### config.mk
export PLATFORM = sky130hd
export DESIGN_NAME = nvcsum_engine
export DESIGN_NICKNAME = d
export VERILOG_FILES = /design/src/rtl/nvcsum_pkg.sv /design/src/rtl/nvcsum_ctrl.sv /design/src/rtl/nvcsum_dp.sv /design/src/rtl/nvcsum_engine.sv
export SDC_FILE = /design/constraint.sdc
export NUM_CORES = 1
export LEC_CHECK = 0
export BUFFER_PORTS_ARGS = -buffer_cell sky130_fd_sc_hd__clkbuf_2
export CORE_ASPECT_RATIO = 1.5
export CORE_MARGIN = 10
export CORE_UTILIZATION = 30
export DETAILED_ROUTE_END_ITERATION = 8
export GPL_ROUTABILITY_DRIVEN = 0
export REMOVE_ABC_BUFFERS = 1
export SETUP_SLACK_MARGIN = 0.1
export SYNTH_ARGS = -nofsm -noshare
export SYNTH_HDL_FRONTEND = slang
export SYNTH_SLANG_ARGS = --single-unit
### constraint.sdc
create_clock -name clk -period 3.63 [get_ports clk]
set_clock_uncertainty 0.2 [all_clocks]
set_input_delay 0.1815 -clock clk [delete_from_list [all_inputs] [get_ports clk]]
set_output_delay 0.1815 -clock clk [all_outputs]
set_load 0.01 [all_outputs]
### src/rtl/nvcsum_pkg.sv
package nvcsum_pkg;

  typedef enum logic [3:0] {
    ST_IDLE, ST_ARM, ST_RD_HI, ST_RD_LO, ST_FOLD,
    ST_ODD_RD, ST_ODD_FOLD, ST_WR_HI, ST_WR_LO, ST_DONE
  } seqState_t;

  // strobes from control to datapath
  typedef struct packed {
    logic loadOp;
    logic rdHi;
    logic rdLo;
    logic rdOdd;
    logic latchHi;
    logic foldWord;
    logic foldOdd;
    logic wrHi;
    logic wrLo;
  } ctlStrobes_t;

  // status from datapath to control
  typedef struct packed {
    logic anyWords;
    logic moreWords;
    logic oddTail;
  } dpStatus_t;

  function automatic logic [15:0] foldStep(input logic [15:0] prev, input logic [15:0] word);
    logic [15:0] mix;
    logic [3:0]  lowNib;
    logic [3:0]  highNib;
    logic [15:0] lowExt;
    logic [15:0] highExt;
    mix     = prev ^ word;
    lowNib  = mix[3:0];
    highNib = mix[7:4] ^ lowNib;
    lowExt  = {12'h000, lowNib};
    highExt = {12'h000, highNib};
    foldStep = (prev >> 8) ^ (lowExt << 3) ^ (lowExt << 8)
             ^ highExt ^ (highExt << 7) ^ (highExt << 12);
  endfunction

endpackage

### src/rtl/nvcsum_ctrl.sv
module nvcsum_ctrl
  import nvcsum_pkg::*;
(
  input  logic        clk,
  input  logic        rstN,
  input  logic        startPulse,
  input  dpStatus_t   status,
  output ctlStrobes_t strobes,
  output logic        busy,
  output logic        donePulse
);

  seqState_t state;
  seqState_t stateNext;

  always_ff @(posedge clk) begin
    if (!rstN) state <= ST_IDLE;
    else       state <= stateNext;
  end

  always_comb begin
    stateNext = state;
    strobes   = '0;
    unique case (state)
      ST_IDLE: begin
        if (startPulse) begin
          strobes.loadOp = 1'b1;
          stateNext      = ST_ARM;
        end
      end
      ST_ARM: begin
        if (status.anyWords)     stateNext = ST_RD_HI;
        else if (status.oddTail) stateNext = ST_ODD_RD;
        else                     stateNext = ST_WR_HI;
      end
      ST_RD_HI: begin
        strobes.rdHi = 1'b1;
        stateNext    = ST_RD_LO;
      end
      ST_RD_LO: begin
        strobes.rdLo    = 1'b1;
        strobes.latchHi = 1'b1;
        stateNext       = ST_FOLD;
      end
      ST_FOLD: begin
        strobes.foldWord = 1'b1;
        if (status.moreWords)    stateNext = ST_RD_HI;
        else if (status.oddTail) stateNext = ST_ODD_RD;
        else                     stateNext = ST_WR_HI;
      end
      ST_ODD_RD: begin
        strobes.rdOdd = 1'b1;
        stateNext     = ST_ODD_FOLD;
      end
      ST_ODD_FOLD: begin
        strobes.foldOdd = 1'b1;
        stateNext       = ST_WR_HI;
      end
      ST_WR_HI: begin
        strobes.wrHi = 1'b1;
        stateNext    = ST_WR_LO;
      end
      ST_WR_LO: begin
        strobes.wrLo = 1'b1;
        stateNext    = ST_DONE;
      end
      ST_DONE:  stateNext = ST_IDLE;
      default:  stateNext = ST_IDLE;
    endcase
  end

  assign busy      = (state != ST_IDLE);
  assign donePulse = (state == ST_DONE);

endmodule

### src/rtl/nvcsum_dp.sv
module nvcsum_dp
  import nvcsum_pkg::*;
#(
  parameter int AW          = 8,
  parameter int CW          = 8,
  parameter int RESULT_ADDR = 'hFC
) (
  input  logic          clk,
  input  logic          rstN,
  input  ctlStrobes_t   strobes,
  input  logic [AW-1:0] startAddr,
  input  logic [CW-1:0] byteCount,
  input  logic [7:0]    memRdData,
  output dpStatus_t     status,
  output logic [AW-1:0] memAddr,
  output logic          memRdEn,
  output logic          memWrEn,
  output logic [7:0]    memWrData,
  output logic [15:0]   csumOut
);

  localparam logic [AW-1:0] WB_HI = AW'(RESULT_ADDR);
  localparam logic [AW-1:0] WB_LO = AW'(RESULT_ADDR + 1);

  logic [AW-1:0] baseAddr;
  logic [CW-1:0] countReg;
  logic [CW-1:0] idx;
  logic [7:0]    hiByte;
  logic [15:0]   csum;
  logic [CW-1:0] evenPart;
  logic [AW-1:0] curAddr;

  assign evenPart = {countReg[CW-1:1], 1'b0};
  assign curAddr  = baseAddr + AW'(idx);

  always_ff @(posedge clk) begin
    if (!rstN) begin
      baseAddr <= '0;
      countReg <= '0;
      idx      <= '0;
      hiByte   <= '0;
      csum     <= 16'hFFFF;
    end else begin
      if (strobes.loadOp) begin
        baseAddr <= startAddr;
        countReg <= byteCount;
        idx      <= '0;
        csum     <= 16'hFFFF;
      end
      if (strobes.latchHi)  hiByte <= memRdData;
      if (strobes.foldWord) begin
        csum <= foldStep(csum, {hiByte, memRdData});
        idx  <= idx + 1'b1;
      end
      if (strobes.foldOdd)  csum <= foldStep(csum, {memRdData, 8'h00});
    end
  end

  assign status.anyWords  = (evenPart != '0);
  assign status.moreWords = ({1'b0, idx} + 1'b1) < {1'b0, evenPart};
  assign status.oddTail   = countReg[0];

  always_comb begin
    memAddr = curAddr;
    if (strobes.rdLo)      memAddr = curAddr + 1'b1;
    else if (strobes.wrHi) memAddr = WB_HI;
    else if (strobes.wrLo) memAddr = WB_LO;
  end

  assign memRdEn   = strobes.rdHi | strobes.rdLo | strobes.rdOdd;
  assign memWrEn   = strobes.wrHi | strobes.wrLo;
  assign memWrData = strobes.wrHi ? csum[15:8] : csum[7:0];
  assign csumOut   = csum;

endmodule

### src/rtl/nvcsum_engine.sv
module nvcsum_engine
  import nvcsum_pkg::*;
#(
  parameter int AW          = 8,
  parameter int CW          = 8,
  parameter int RESULT_ADDR = 'hFC
) (
  input  logic          clk,
  input  logic          rstN,
  input  logic          startPulse,
  input  logic [AW-1:0] startAddr,
  input  logic [CW-1:0] byteCount,
  input  logic [7:0]    memRdData,
  output logic [AW-1:0] memAddr,
  output logic          memRdEn,
  output logic          memWrEn,
  output logic [7:0]    memWrData,
  output logic          busy,
  output logic          donePulse,
  output logic [15:0]   csumOut
);

  ctlStrobes_t strobes;
  dpStatus_t   status;

  nvcsum_ctrl u_ctrl (
    .clk       (clk),
    .rstN      (rstN),
    .startPulse(startPulse),
    .status    (status),
    .strobes   (strobes),
    .busy      (busy),
    .donePulse (donePulse)
  );

  nvcsum_dp #(.AW(AW), .CW(CW), .RESULT_ADDR(RESULT_ADDR)) u_dp (
    .clk      (clk),
    .rstN     (rstN),
    .strobes  (strobes),
    .startAddr(startAddr),
    .byteCount(byteCount),
    .memRdData(memRdData),
    .status   (status),
    .memAddr  (memAddr),
    .memRdEn  (memRdEn),
    .memWrEn  (memWrEn),
    .memWrData(memWrData),
    .csumOut  (csumOut)
  );

endmodule

==> flow_metrics.py, run 1 <==
metrics = {
    "status": {
        "status": "finished clean",
    },
    "clock_network": {
        "cts_max_path_buffers": 2,
        "cts_setup_buffers": 0,
        "clockRootBuffer": "clkbuf_16",
        "clkSlewWorstSetupHoldPaths_ps": 60,
        "cts_buffers": 5,
        "cts_resized": 0,
        "clkLatencyLatePin_ps": 280,
        "cts_tree": "built",
        "cts_max_level": 2,
        "clock-sinks": 44,
    },
    "critical_path": {
        "path_buf_inv": 1,
        "reg2reg_slack_ps": 970,
        "crit_path_cell_trace": "nand2_4 > or3_4 > nor4b_4 > and3_4 > nand3_2 > mux2_4 > clkbuf_2",
        "required_ps": 3250,
        "critPathMaxStageDelay_ps": 900,
        "arrival_ps": 2680,
        "crit_family": "simple AND/OR/NAND/NOR gates",
        "end_kind": "output port",
        "crit_path_top_delay_cell": "dfxtp_1",
        "startpoint_type": "register",
        "crit_type": "register to output port",
        "worst-path-max-fanout": 27,
    },
    "floorplanning": {
        "die_h_um": 144,
        "pin_count": 63,
        "start_util": 0.306,
        "fp-row-count": 45,
        "die_w_um": 103,
        "core_area_mm2": 0.0101,
        "die_area_mm2": 0.0148,
    },
    "global_routing": {
        "grt_pass1_wl_mm": 13.9,
        "overflow": 0,
        "grt_use_total": 0.115,
        "antenna_found_initial": 0,
        "grt_pass1_vias": 2930,
        "grt_max_degree": 43,
    },
    "route": {
        "vias_per_cell": 4.96,
        "wl_mm": 8.09,
        "drt_first_pass_iters": 4,
        "ant_nets": 0,
        "drcViolationCount": 0,
        "wl_per_cell_um": 14.1,
        "routed-via-count": 2844,
        "drt_iter0_markers": 99,
    },
    "timing": {
        "setup_viol_count_final": 0,
        "rsz0062_at_grt": "false",
        "fin_crit_ps": 3060,
        "finalHoldViolations": 0,
        "min_period_over_period": 0.844,
        "setup_slack_ps": 566,
        "relSlewSlack": 0.409,
        "setup-tns-final_ps": 0,
        "fmax_mhz": 326,
        "worst_slew_pin_slew_ps": 885,
        "slew_viol_final": 0,
    },
    "synthesis": {
        "synth-edff-count": 0,
        "syn-mean-instance-area_um2": 7.92,
        "synth-seq-area-share": 0.286,
        "yosys_warnings": 0,
        "syn-instance-count": 389,
        "synth_seq_cells": 44,
        "synth_cell_type_count": 50,
        "async_flop_share": 0,
        "syn_area_mm2": 0.00308,
        "ys_dominant_reg_cell": "dfxtp_1",
    },
    "final_layout": {
        "seqCellArea_um2": 881,
        "area_growth_pct": 22.7,
        "fill_cells": 1049,
        "multi_input_area_mm2": 0.00207,
        "fin_nets": 498,
        "drive_gt1_frac": 0.193,
        "antenna_cells": 0,
    },
    "flow_run": {
        "maxCapViolations": 0,
    },
    "placement": {
        "portBuffers": 62,
        "place_hpwl_mm": 6.13,
        "post-place-ws_ps": 863,
    },
    "worst_hold_path": {
        "hold_path_class": "primary input to register",
    },
    "power": {
        "pwr_density_cell_mw_per_mm2": 585,
        "p_leak_nw": 1.56,
        "ir_drop_v": 0.000304,
    },
}
state kept, by name (all words and copies together) (netlist names):
name / flops
u_dp.csumOut: 16
u_dp.countReg: 8
u_ctrl.state: 4
u_dp.idx: 8
u_dp.baseAddr: 8
final timing paths:
kind,from,to,depth (start not counted)
setup / recovery,u_ctrl.state[1],memAddr[7],7
hold / removal,startPulse,u_dp.baseAddr[5],5
setup reg to reg,u_dp.idx[2],u_ctrl.state[1],10
hold reg to reg,u_dp.baseAddr[5],u_dp.baseAddr[5],2
kinds of logic after synthesis:
family | Yosys count | synth area share
buffers and inverters | 33 | 0.0443
AO/OA/AOI/OAI | 83 | 0.174
AND/OR/NAND/NOR | 154 | 0.251
flip-flops | 44 | 0.286
adder cells (fa/ha/maj) | 16 | 0.0675
XOR/XNOR | 49 | 0.139
multiplexers | 10 | 0.0374
synth_stat cells (all sizes together), types with 2 or more instances:
library cell | count | area, µm²
nand2 | 50 | 195
dfxtp | 44 | 881
xnor2 | 36 | 315
nor2 | 29 | 109
a21boi | 24 | 180
o21ai | 23 | 115
nor3 | 22 | 110
a21oi | 15 | 75.1
ha | 15 | 188
clkbuf | 13 | 50.0
xor2 | 13 | 114
inv | 12 | 45.0
nand3 | 11 | 60.1
nand2b | 10 | 62.6
mux2 | 9 | 105
nor2b | 9 | 56.3
buf | 8 | 41.3
or3 | 8 | 55.1
and3 | 5 | 36.3
a21o | 3 | 22.5
o31ai | 3 | 22.5
a211o | 2 | 17.5
a211oi | 2 | 15.0
a221oi | 2 | 17.5
a31oi | 2 | 12.5
nand3b | 2 | 15.0
nor4b | 2 | 32.5
o211ai | 2 | 15.0
or4 | 2 | 15.0
cell usage in the layout (no fill, tap or decap), types with 3 or more instances in the layout:
cell | synthesis | routed
nand3_1 | 10 | 10
nand2b_1 | 10 | 10
o21ai_0 | 23 | 23
nor2b_1 | 9 | 9
inv_1 | 12 | 12
o31ai_1 | 3 | 3
a21oi_1 | 15 | 15
or3_1 | 7 | 7
a21boi_0 | 19 | 19
nor3_1 | 22 | 22
mux2_2 | 8 | 8
clkbuf_16 | 0 | 5
nand2_1 | 49 | 49
nor2_1 | 29 | 28
xor2_1 | 13 | 13
a21o_1 | 3 | 3
ha_1 | 15 | 15
dlygate4sd3_1 | 0 | 16
a21boi_1 | 5 | 5
xnor2_1 | 36 | 36
clkbuf_2 | 1 | 62
and3_1 | 4 | 4
dfxtp_1 | 44 | 44
metrics by stage:
stage / instances / instance area, µm² / total power [mW] / hold slack [ps] / util
2_1_floorplan: 368 / 2990 / 1.43 / 43.4 / -
3_3_place_gp: 549 / 3470 / 1.75 / 211 / 0.344
3_5_place_dp: 549 / 3470 / 1.76 / 218 / 0.344
4_1_cts: 573 / 3780 / 2.25 / 191 / 0.375
5_1_grt: 573 / 3780 / 2.41 / 229 / 0.375
6_report: 573 / 3780 / 2.21 / 182 / 0.375
power by group:
group | total [mW] | switching [mW] | internal (mW)
Combinational | 1.03 | 0.584 | 0.448
Clock | 0.460 | 0.186 | 0.274
Sequential | 0.718 | 0.148 | 0.571
tightest hold or removal path, delay by kind of cell:
kind | cells | cell delay (ps)
compound gates | 1 | 50
buf+inv | 2 | 160
simple gates | 2 | 230
cell type report:
cell class,instances,share of cell area
Sequential cell,44,0.233
Clock buffer,7,0.0378
Inverter,12,0.0119
Tap cell,117,0.0388
Multi-Input combinational cell,312,0.548
Clock inverter,1,0.00199
Timing Repair Buffer,80,0.129
what timing repair did:
item,CTS,global route
hold buffers,16,0
endpoints found under the hold margin,16,0
endpoints found under the setup margin,0,0
layer usage:
| layer | track usage | vias up | wire length [µm] |
|---|---|---|---|
| li1 | - | 1471 | - |
| met1 | 0.132 | 1314 | 3540 |
| met2 | 0.207 | 51 | 4130 |
| met3 | 0.0267 | 8 | 332 |
| met4 | 0.0313 | 0 | 87 |
| met5 | 0 | - | 0 |
Note: power is estimated with default switching activity, not from simulation.
==> run 2: changes to the inputs <==
- ABC_AREA: default -> 1
- clock period: 3.63 -> 3 ns (I/O delays scaled with it)
==> flow_metrics.py, run 2 <==
metrics = {
    "status": {
        "status": "finished clean",
    },
    "floorplanning": {
        "core_area_mm2": 0.0111,
        "die_w_um": 107,
        "start_util": 0.308,
        "fp-row-count": 47,
        "die_h_um": 151,
        "die_area_mm2": 0.0162,
        "pin_count": 63,
    },
    "synthesis": {
        "async_flop_share": 0,
        "yosysMostFrequentCell": "nand2_1",
        "synth-seq-area-share": 0.258,
        "syn-instance-count": 519,
        "synth_top_area_cell": "dfxtp_1",
        "synth_top_area_frac": 0.258,
        "synth_common_cells": "144 x nand2_1, 72 x inv_1, 44 x dfxtp_1",
        "ys_top_cells_by_area": "dfxtp_1 26%, nand2_1 16%, inv_1 7.9%",
        "synth_cell_type_count": 41,
        "ys_dominant_reg_cell": "dfxtp_1",
        "syn_area_mm2": 0.00342,
        "synth-edff-count": 0,
        "yosys_warnings": 0,
        "synth_seq_cells": 44,
        "syn-mean-instance-area_um2": 6.59,
    },
    "route": {
        "drt_first_pass_iters": 5,
        "met2_length_mm": 4.98,
        "routed.top_layer": "met4",
        "vias_per_cell": 4.64,
        "routed-via-count": 3427,
        "wl_mm": 9.56,
        "wl_met1_mm": 3.88,
        "ant_nets": 0,
        "drt_iter0_markers": 135,
        "drcViolationCount": 0,
        "wl_met3_um": 515,
        "wl_per_cell_um": 13.0,
    },
    "final_layout": {
        "area_growth_pct": 20.9,
        "final_common_cell": "nand2_1",
        "drive_gt1_frac": 0.176,
        "final_cell_mix": "144 x nand2_1, 72 x inv_1, 62 x clkbuf_2",
        "largest_reg_flops": 16,
        "fin_nets": 634,
        "antenna_cells": 0,
    },
    "timing": {
        "relSlewSlack": 0.577,
        "setup-tns-final_ps": 0,
        "fin_crit_ps": 2640,
        "finalHoldViolations": 0,
        "fmax_mhz": 379,
        "setup_viol_count_final": 0,
        "rsz0062_at_grt": "false",
        "min_period_over_period": 0.880,
        "slew_viol_final": 0,
        "fin_hold_ws_ps": 96.9,
        "worst_slew_pin_slew_ps": 631,
    },
    "critical_path": {
        "startpoint_type": "register",
        "worst-path-max-fanout": 5,
        "end_kind": "output port",
        "worstSetupStartpoint": "u_dp.idx[0]",
        "crit_type": "register to output port",
        "required_ps": 2650,
        "arrival_ps": 2290,
        "timing.rr.start": "u_dp.idx[2]",
    },
    "global_routing": {
        "grt_pass1_vias": 3391,
        "antenna_found_initial": 0,
        "grt_use_total": 0.120,
        "grt_pass1_wl_mm": 16.1,
        "grt_max_degree": 27,
        "overflow": 0,
    },
    "worst_hold_path": {
        "worstHoldStart": "rstN",
        "hold_path_class": "primary input to register",
    },
    "clock_network": {
        "cts_buffers": 5,
        "clock-sinks": 44,
        "clkSlewWorstSetupHoldPaths_ps": 70,
        "cts_setup_buffers": 0,
        "cts_tree": "built",
        "clkLatencyLatePin_ps": 290,
        "cts_max_level": 2,
        "cts_max_path_buffers": 2,
        "clockRootBuffer": "clkbuf_16",
    },
    "placement": {
        "place_hpwl_mm": 7.59,
        "portBuffers": 62,
    },
    "power": {
        "p_leak_nw": 2.01,
        "ir_drop_v": 0.000289,
        "pwr_density_cell_mw_per_mm2": 823,
    },
    "flow_run": {
        "maxCapViolations": 0,
    },
}
-- run 2: changes by cell type in the layout (fill, tap and decap cells not counted), sizes merged, moves of 8 or more --
| cell | before | now |
|---|---|---|
| a21boi | 24 | 1 |
| a21oi | 15 | 32 |
| inv | 12 | 80 |
| mux2 | 9 | 0 |
| nand2 | 50 | 152 |
| nand2b | 10 | 0 |
| nand3 | 11 | 45 |
| nor2b | 9 | 0 |
| nor3 | 22 | 5 |
| o21ai | 23 | 35 |
| or3 | 8 | 0 |
| xnor2 | 36 | 18 |
| xor2 | 13 | 21 |
-- run 2: worst paths after layout --
kind,cells after the start,slack (ps),endpoint
worst max-delay path,12,360,memAddr[6]
worst min-delay path,3,100,u_dp.csumOut[11]
worst max register to register,13,700,u_ctrl.state[1]
worst min register to register,2,270,u_dp.baseAddr[4]
-- run 2: area by class of cell --
| type | count | area (µm²) |
|---|---|---|
| multi-input combinational | 377 | 2110 |
| inverter | 83 | 329 |
| fill | 1180 | 6980 |
| timing repair buffer | 80 | 485 |
| sequential | 44 | 882 |
| clock inverter | 2 | 12.5 |
| clock buffer | 5 | 125 |
| tap | 147 | 184 |
-- run 2: critical path, cell delays in order, from the launching register on --
cell	delay, ps
dfxtp_2	360
ha_1	210
inv_1	60
fa_1	470
inv_1	80
ha_1	170
nand3_2	90
nor2_2	180
nand3_1	90
nand2_1	80
nand2_1	50
inv_1	50
clkbuf_2	120
-- run 2: metrics by stage --
step	utilization	instances	worst slack [ps]	cell area [µm²]	total power [mW]
after global placement	0.345	715	637	3830	2.85
after global routing	0.372	738	128	4130	3.73
after detailed placement	0.345	715	632	3830	2.88
final	0.372	738	361	4130	3.40
after CTS	0.372	738	311	4130	3.44
after floorplan	-	504	842	3320	2.31
-- run 2: logic make-up (layout without fill, tap and decap cells) --
family / after synthesis / count (layout) / share of synthesized area
AND/OR/NAND/NOR: 241 / 241 / 0.328
buffers and inverters: 98 / 170 / 0.124
AO/OA/AOI/OAI: 81 / 81 / 0.128
flip-flops: 44 / 44 / 0.258
XOR/XNOR: 39 / 39 / 0.102
adder cells (fa/ha/maj): 16 / 16 / 0.0608
-- run 2: metal layers --
layer | GRT usage | vias up
met5 | 0 | -
met4 | 0.0387 | 0
met3 | 0.0261 | 16
met2 | 0.226 | 77
met1 | 0.126 | 1546
li1 | - | 1788
-- run 2: where the power goes --
group | total [mW] | switching (mW) | internal [mW] | leakage [nW]
clock | 0.526 | 0.223 | 0.302 | 0.0657
combinational | 1.92 | 1.19 | 0.735 | 1.59
sequential | 0.956 | 0.206 | 0.750 | 0.362
-- run 2: what timing repair did --
item                       CTS  global route
setup endpoints to repair    0             1
hold buffers                16             0
gates resized for setup      0             1
hold endpoints to repair    16             0
